--- config.mk ---
export PLATFORM = sky130hd
export DESIGN_NAME = membus_port
export DESIGN_NICKNAME = d
export VERILOG_FILES = /design/src/rtl/membus_pkg.sv /design/src/rtl/membus_sync.sv /design/src/rtl/membus_rd_fmt.sv /design/src/rtl/membus_wr_cap.sv /design/src/rtl/membus_port.sv
export SDC_FILE = /design/constraint.sdc
export NUM_CORES = 1
export LEC_CHECK = 0
export BUFFER_PORTS_ARGS = -buffer_cell sky130_fd_sc_hd__buf_2
export CAP_MARGIN = 20
export CORE_MARGIN = 2
export CORE_UTILIZATION = 45
export CTS_BUF_LIST = sky130_fd_sc_hd__clkbuf_2
export DETAILED_ROUTE_END_ITERATION = 7
export HOLD_SLACK_MARGIN = 0.12
export PLACE_DENSITY = 0.74
export SYNTH_ARGS = -nofsm -noshare
export SYNTH_HDL_FRONTEND = slang
export SYNTH_SLANG_ARGS = --single-unit
--- constraint.sdc ---
create_clock -name clk -period 4.9 [get_ports clk]
set_clock_uncertainty 0.05 [all_clocks]
set_input_delay 0.49 -clock clk [delete_from_list [all_inputs] [get_ports clk]]
set_output_delay 0.49 -clock clk [all_outputs]
set_load 0.03 [all_outputs]
--- src/rtl/membus_pkg.sv ---
package membus_pkg;
  localparam int DQ_W   = 16;
  localparam int BYTE_W = 8;
  localparam int LANES  = DQ_W / BYTE_W;

  typedef logic [LANES-1:0] lane_mask_t;

  typedef enum logic [1:0] {
    BUS_IDLE     = 2'd0,
    BUS_READ     = 2'd1,
    BUS_WRITE    = 2'd2,
    BUS_CONFLICT = 2'd3
  } bus_cycle_e;

  // Strobe classification; all strobes active low.
  function automatic bus_cycle_e classify(input logic ce_n, input logic oe_n, input logic we_n);
    bus_cycle_e c;
    if (ce_n)                c = BUS_IDLE;
    else if (!oe_n && !we_n) c = BUS_CONFLICT;
    else if (!oe_n)          c = BUS_READ;
    else if (!we_n)          c = BUS_WRITE;
    else                     c = BUS_IDLE;
    return c;
  endfunction
endpackage

--- src/rtl/membus_sync.sv ---
module membus_sync #(
  parameter int W      = 8,
  parameter int STAGES = 2
) (
  input  logic         clk,
  input  logic         rst_n,
  input  logic [W-1:0] d,
  output logic [W-1:0] q
);
  logic [STAGES-1:0][W-1:0] pipe_q;
  logic [STAGES-1:0][W-1:0] pipe_d;

  generate
    for (genvar s = 0; s < STAGES; s++) begin : g_stage
      if (s == 0) begin : g_first
        assign pipe_d[s] = d;
      end else begin : g_next
        assign pipe_d[s] = pipe_q[s-1];
      end
    end
  endgenerate

  always_ff @(posedge clk or negedge rst_n) begin
    if (!rst_n) pipe_q <= '0;
    else        pipe_q <= pipe_d;
  end

  assign q = pipe_q[STAGES-1];
endmodule

--- src/rtl/membus_rd_fmt.sv ---
module membus_rd_fmt
  import membus_pkg::*;
(
  input  logic            clk,
  input  logic            rst_n,
  input  logic            rd_act,
  input  logic            word_mode,
  input  logic            byte_hi,
  input  logic [DQ_W-1:0] rd_data,
  output logic [DQ_W-1:0] dq_out
);
  logic [DQ_W-1:0] out_q;
  logic [DQ_W-1:0] out_d;
  logic [BYTE_W-1:0] lane_sel;

  always_comb begin
    lane_sel = byte_hi ? rd_data[DQ_W-1:BYTE_W] : rd_data[BYTE_W-1:0];
    out_d    = out_q;
    if (rd_act) begin
      if (word_mode) out_d = rd_data;
      else           out_d = {{(DQ_W-BYTE_W){1'b0}}, lane_sel};
    end
  end

  always_ff @(posedge clk or negedge rst_n) begin
    if (!rst_n) out_q <= '0;
    else        out_q <= out_d;
  end

  assign dq_out = out_q;
endmodule

--- src/rtl/membus_wr_cap.sv ---
module membus_wr_cap
  import membus_pkg::*;
#(
  parameter int AW = 20
) (
  input  logic            clk,
  input  logic            rst_n,
  input  logic            wr_act,
  input  logic            word_mode,
  input  logic [AW-1:0]   addr,
  input  logic [DQ_W-1:0] dq,
  output logic            wr_req,
  output logic [AW-1:0]   wr_addr,
  output logic [DQ_W-1:0] wr_data,
  output lane_mask_t      wr_be
);
  logic            act_prev_q;
  logic            hold_wm_q,   hold_wm_d;
  logic [AW-1:0]   hold_addr_q, hold_addr_d;
  logic [DQ_W-1:0] hold_dq_q,   hold_dq_d;
  logic            req_q, req_d;
  logic [AW-1:0]   oaddr_q, oaddr_d;
  logic [DQ_W-1:0] odata_q, odata_d;
  lane_mask_t      obe_q, obe_d;
  logic            strobe_end;

  always_comb begin
    strobe_end  = act_prev_q & ~wr_act;
    hold_wm_d   = hold_wm_q;
    hold_addr_d = hold_addr_q;
    hold_dq_d   = hold_dq_q;
    if (wr_act) begin
      hold_wm_d   = word_mode;
      hold_addr_d = addr;
      hold_dq_d   = dq;
    end
    req_d   = strobe_end;
    oaddr_d = oaddr_q;
    odata_d = odata_q;
    obe_d   = obe_q;
    if (strobe_end) begin
      oaddr_d = hold_addr_q;
      if (hold_wm_q) begin
        odata_d = hold_dq_q;
        obe_d   = '1;
      end else begin
        odata_d = {LANES{hold_dq_q[BYTE_W-1:0]}};
        obe_d   = hold_dq_q[DQ_W-1] ? lane_mask_t'(2'b10) : lane_mask_t'(2'b01);
      end
    end
  end

  always_ff @(posedge clk or negedge rst_n) begin
    if (!rst_n) begin
      act_prev_q  <= 1'b0;
      hold_wm_q   <= 1'b1;
      hold_addr_q <= '0;
      hold_dq_q   <= '0;
      req_q       <= 1'b0;
      oaddr_q     <= '0;
      odata_q     <= '0;
      obe_q       <= '0;
    end else begin
      act_prev_q  <= wr_act;
      hold_wm_q   <= hold_wm_d;
      hold_addr_q <= hold_addr_d;
      hold_dq_q   <= hold_dq_d;
      req_q       <= req_d;
      oaddr_q     <= oaddr_d;
      odata_q     <= odata_d;
      obe_q       <= obe_d;
    end
  end

  assign wr_req  = req_q;
  assign wr_addr = oaddr_q;
  assign wr_data = odata_q;
  assign wr_be   = obe_q;
endmodule

--- src/rtl/membus_port.sv ---
module membus_port
  import membus_pkg::*;
#(
  parameter int AW          = 20,
  parameter int SYNC_STAGES = 2
) (
  input  logic          clk,
  input  logic          rst_n,
  input  logic          ce_n,
  input  logic          oe_n,
  input  logic          we_n,
  input  logic          word_mode,
  input  logic [AW-1:0] addr_in,
  input  logic [15:0]   dq_in,
  output logic [15:0]   dq_out,
  output logic [15:0]   dq_oe,
  output logic          rd_req,
  output logic [AW-1:0] rd_addr,
  input  logic [15:0]   rd_data,
  output logic          wr_req,
  output logic [AW-1:0] wr_addr,
  output logic [15:0]   wr_data,
  output logic [1:0]    wr_be
);
  localparam int BUNDLE_W = 3 + AW + DQ_W;

  // Reset: asserted asynchronously, released on the clock.
  logic [1:0] rst_pipe_q;
  logic       rst_int_n;
  always_ff @(posedge clk or negedge rst_n) begin
    if (!rst_n) rst_pipe_q <= '0;
    else        rst_pipe_q <= {rst_pipe_q[0], 1'b1};
  end
  assign rst_int_n = rst_pipe_q[1];

  bus_cycle_e cyc_raw;
  logic       rd_raw, wr_raw;
  assign cyc_raw = classify(ce_n, oe_n, we_n);
  assign rd_raw  = (cyc_raw == BUS_READ);
  assign wr_raw  = (cyc_raw == BUS_WRITE);

  // Tri-state drive model: pins grouped as low byte, released middle, top pin.
  generate
    for (genvar p = 0; p < DQ_W; p++) begin : g_pin
      if (p < BYTE_W) begin : g_low
        assign dq_oe[p] = rd_raw;
      end else begin : g_upper
        assign dq_oe[p] = rd_raw & word_mode;
      end
    end
  endgenerate

  logic [BUNDLE_W-1:0] bundle_raw, bundle_s;
  logic                rd_s, wr_s, wm_s;
  logic [AW-1:0]       addr_s;
  logic [DQ_W-1:0]     dq_s;

  assign bundle_raw = {rd_raw, wr_raw, word_mode, addr_in, dq_in};

  membus_sync #(.W(BUNDLE_W), .STAGES(SYNC_STAGES)) u_sync (
    .clk   (clk),
    .rst_n (rst_int_n),
    .d     (bundle_raw),
    .q     (bundle_s)
  );

  assign {rd_s, wr_s, wm_s, addr_s, dq_s} = bundle_s;

  assign rd_req  = rd_s;
  assign rd_addr = addr_s;

  membus_rd_fmt u_rd (
    .clk       (clk),
    .rst_n     (rst_int_n),
    .rd_act    (rd_s),
    .word_mode (wm_s),
    .byte_hi   (dq_s[DQ_W-1]),
    .rd_data   (rd_data),
    .dq_out    (dq_out)
  );

  membus_wr_cap #(.AW(AW)) u_wr (
    .clk       (clk),
    .rst_n     (rst_int_n),
    .wr_act    (wr_s),
    .word_mode (wm_s),
    .addr      (addr_s),
    .dq        (dq_s),
    .wr_req    (wr_req),
    .wr_addr   (wr_addr),
    .wr_data   (wr_data),
    .wr_be     (wr_be)
  );
endmodule

==> flow_summary.rst <==
.. list-table::
   :header-rows: 1

   * - Metric
     - Value
   * - Setup slack of the critical path after layout
     - 2.00 ns
   * - Most common cell after layout, fill and taps aside
     - dfrtp_1
   * - CTS tree
     - done
   * - Final HPWL from detailed placement
     - 6.72 mm
   * - Layer with the highest usage
     - met2
   * - Die area
     - 0.0144 mm^2
   * - Antenna violations before repair
     - 0
   * - Clock buffers created by TritonCTS
     - 17
   * - Horizontal extent of the die
     - 120 um
   * - Site Rows
     - 42
   * - Setup TNS
     - 0 ns
   * - Synth unique cells
     - 22
   * - Met3 routing resource usage after global routing
     - 4.94%
   * - Later-pin clock latency in the skew report
     - 0.71 ns
   * - Mapped Nets
     - 431
   * - Vias in the first global route
     - 3,597
   * - Unrepaired setup endpoints after global routing
     - false
   * - DRC
     - 0
   * - Clock tree buffer depth
     - 2
   * - Portion of the post-synthesis area used by sequential elements
     - 71.7%
   * - Average wire length per cell after detail routing
     - 14.7 um
   * - Global-route wire length before repair
     - 18.1 mm
   * - CP Data Required Time
     - 4.36 ns
   * - Port bufs
     - 149
   * - Final Hold Fails
     - 0
   * - Remaining max-slew budget at the tightest pin
     - 31.1%
   * - Final antenna diode count
     - 0
   * - Number of max-slew violations in the final report
     - 0
   * - Setup-violating endpoint count in the final report
     - 0
   * - Die Y-Extent
     - 120 um
   * - Most frequent cells in the layout
     - dfrtp_1, buf_2, mux2_2, dlygate4sd3_1, clkbuf_2
   * - Min Clock Period, post-route
     - 2.90 ns
   * - Type of element capturing the critical path
     - primary output
   * - Maximum vdd ir drop
     - 0.321 mV
   * - Type of the worst setup path
     - input pin to primary output
   * - Per-instance average area after synthesis
     - 16.2 um^2
   * - Number of violations of the max-capacitance limit
     - 0
   * - Max Fclk
     - 344 MHz
   * - Starting Density
     - 45.8%
   * - Top-level I/O count
     - 150
   * - Met2 capacity usage during global routing
     - 27.5%
   * - Max FO, Critical Path
     - 10
   * - Maximum number of pins on one net before global-route repair
     - 94
   * - Aggregate routed wire length
     - 11.0 mm
   * - Final #Nets
     - 617
   * - Antenna Nets Post-Route
     - 0
   * - Number of setup buffers added after CTS
     - 0
   * - Result of the run
     - completed
   * - Gr usage total
     - 16.5%
   * - Overflow left after global routing
     - 0
   * - Clock Tree Root
     - clkbuf_2
   * - Cell type contributing the most total cell area after synthesis
     - dfrtp_1
   * - Vias after detailed routing
     - 3,461
   * - Placeable core region
     - 0.0132 mm^2
   * - Number of warning messages in the yosys log
     - 0
   * - Proportion of netlist area held by the largest area contributor
     - 71.3%
   * - Number of cells produced by synthesis
     - 373
   * - Transition time at the pin with the least slew margin
     - 1.03 ns
   * - GRT met1 Usage
     - 20.8%
   * - Clock sink count
     - 173
   * - Vias per inst
     - 4.63
   * - Area of the mapped netlist
     - 0.00604 mm^2
   * - Number of DRC markers after the initial detailed-route iteration
     - 130
   * - Worst hold path class
     - flip-flop to flip-flop
   * - Placer's final routability congestion estimate
     - 0.774
   * - Leakage Power
     - 3.61 nW
   * - Dominant cells by area after synthesis
     - dfrtp_1, mux2_2, buf_4
   * - Total power
     - 3.36 mW
   * - Category of the worst setup path launch point
     - input pin
   * - Post-CTS clock slew at the launch and capture registers of the worst setup and hold paths
     - 0.26 ns
   * - Post-Place Setup Slack
     - 2.58 ns
   * - Share of final-layout standard cells stronger than drive strength 1
     - 47.0%
   * - Final clock period utilization by the worst path
     - 59.3%
   * - Flip-flop and latch count after synthesis
     - 173
   * - Number of H-tree levels
     - 4
   * - Pre-Repair DR Iteration Count
     - 4
   * - Area growth syn-to-layout
     - 25.9%
   * - Power density over cell area
     - 442 mW/mm^2
   * - WP data arrival
     - 2.36 ns
power breakdown:
part           internal, mW  switching [mW]  total [mW]
Combinational         0.336           0.466       0.802
Clock                 0.293           0.477       0.770
Sequential             1.65           0.142        1.79
routing by layer:
metal,vias up,part of all wire [%]
met3,10,5.2
met5,-,0
met1,1740,43
met2,117,51
li1,1594,-
met4,0,1.3
kinds of logic (layout without fill, tap and decap cells):
family          Yosys count  in the layout  synth area share (%)
mux                      83             83                  16.0
buf+inv                  61            260                  6.72
flops                   173            173                  71.7
compound gates           16             16                  1.66
other cells               1              1                0.0621
simple gates             39             39                  3.88
layout make-up:
cell class / count / area [um^2]
Clock buffer: 19 / 95.1
Inverter: 10 / 40.0
Timing Repair Buffer: 218 / 1440
Sequential cell: 173 / 4340
Multi-Input combinational cell: 139 / 1300
Tap cell: 176 / 220
Clock inverter: 13 / 166
Fill cell: 1046 / 5590
timing repair:
action | CTS | global route
resized for setup | 0 | 0
hold buffers | 67 | 0
endpoints found under the hold margin | 57 | 0
worst max-delay path: stages:
cell           delay (ns)
dlygate4sd3_1        0.53
buf_2                0.13
nor3b_1              0.66
and2_1               0.33
buf_2                0.23
per-stage QoR:
step / hold WS, ns / cell area (um^2) / utilization, % / std cells
floorplan: 0.144 / 6040 / - / 373
global placement: 0.226 / 6670 / 50.6 / 649
detailed placement: 0.229 / 6670 / 50.6 / 649
CTS: 0.244 / 7600 / 57.6 / 748
global route: 0.231 / 7600 / 57.6 / 748
finish: 0.318 / 7600 / 57.6 / 748
cells in the mapped netlist, drive strengths merged:
cell and number:
nand2 8, nor2b 1, inv 10, o21ai 8, dfrtp 172, nand2b 10, and2 1, mux2i 1
buf 46, mux2 82, conb 1, o211ai 8, nor3b 2, clkbuf 5, nand4b 8, nor2 1
nand3 8, dfstp 1
path summary, 6_finish.rpt:
kind | to | startpoint | cells past startpoint | slack [ns]
setup / recovery | dq_oe[12] | oe_n | 5 | 2.00
hold / removal | u_sync.q[36] | u_sync.pipe_d[75] | 0 | 0.32
setup reg to reg | u_wr.wr_data[10] | u_sync.q[37] | 4 | 2.62
hold reg to reg | u_sync.q[36] | u_sync.pipe_d[75] | 0 | 0.32
max in group asynchronous | u_wr.hold_wm_q | rst_pipe_q[1] | 1 | 3.27
min in group asynchronous | u_wr.wr_data[0] | rst_pipe_q[1] | 0 | 0.45
state kept, by name, indices dropped and copies added (netlist names):
signal            count
u_wr.hold_addr_q     20
u_wr.wr_addr         20
u_wr.wr_be            2
u_wr.wr_req           1
u_wr.hold_wm_q        1
u_wr.wr_data         16
u_rd.dq_out          16
u_sync.pipe_d        39
u_sync.q             39
u_wr.hold_dq_q       16
rst_pipe_q            2
u_wr.act_prev_q       1
Note: power is estimated with default switching activity, not from simulation.
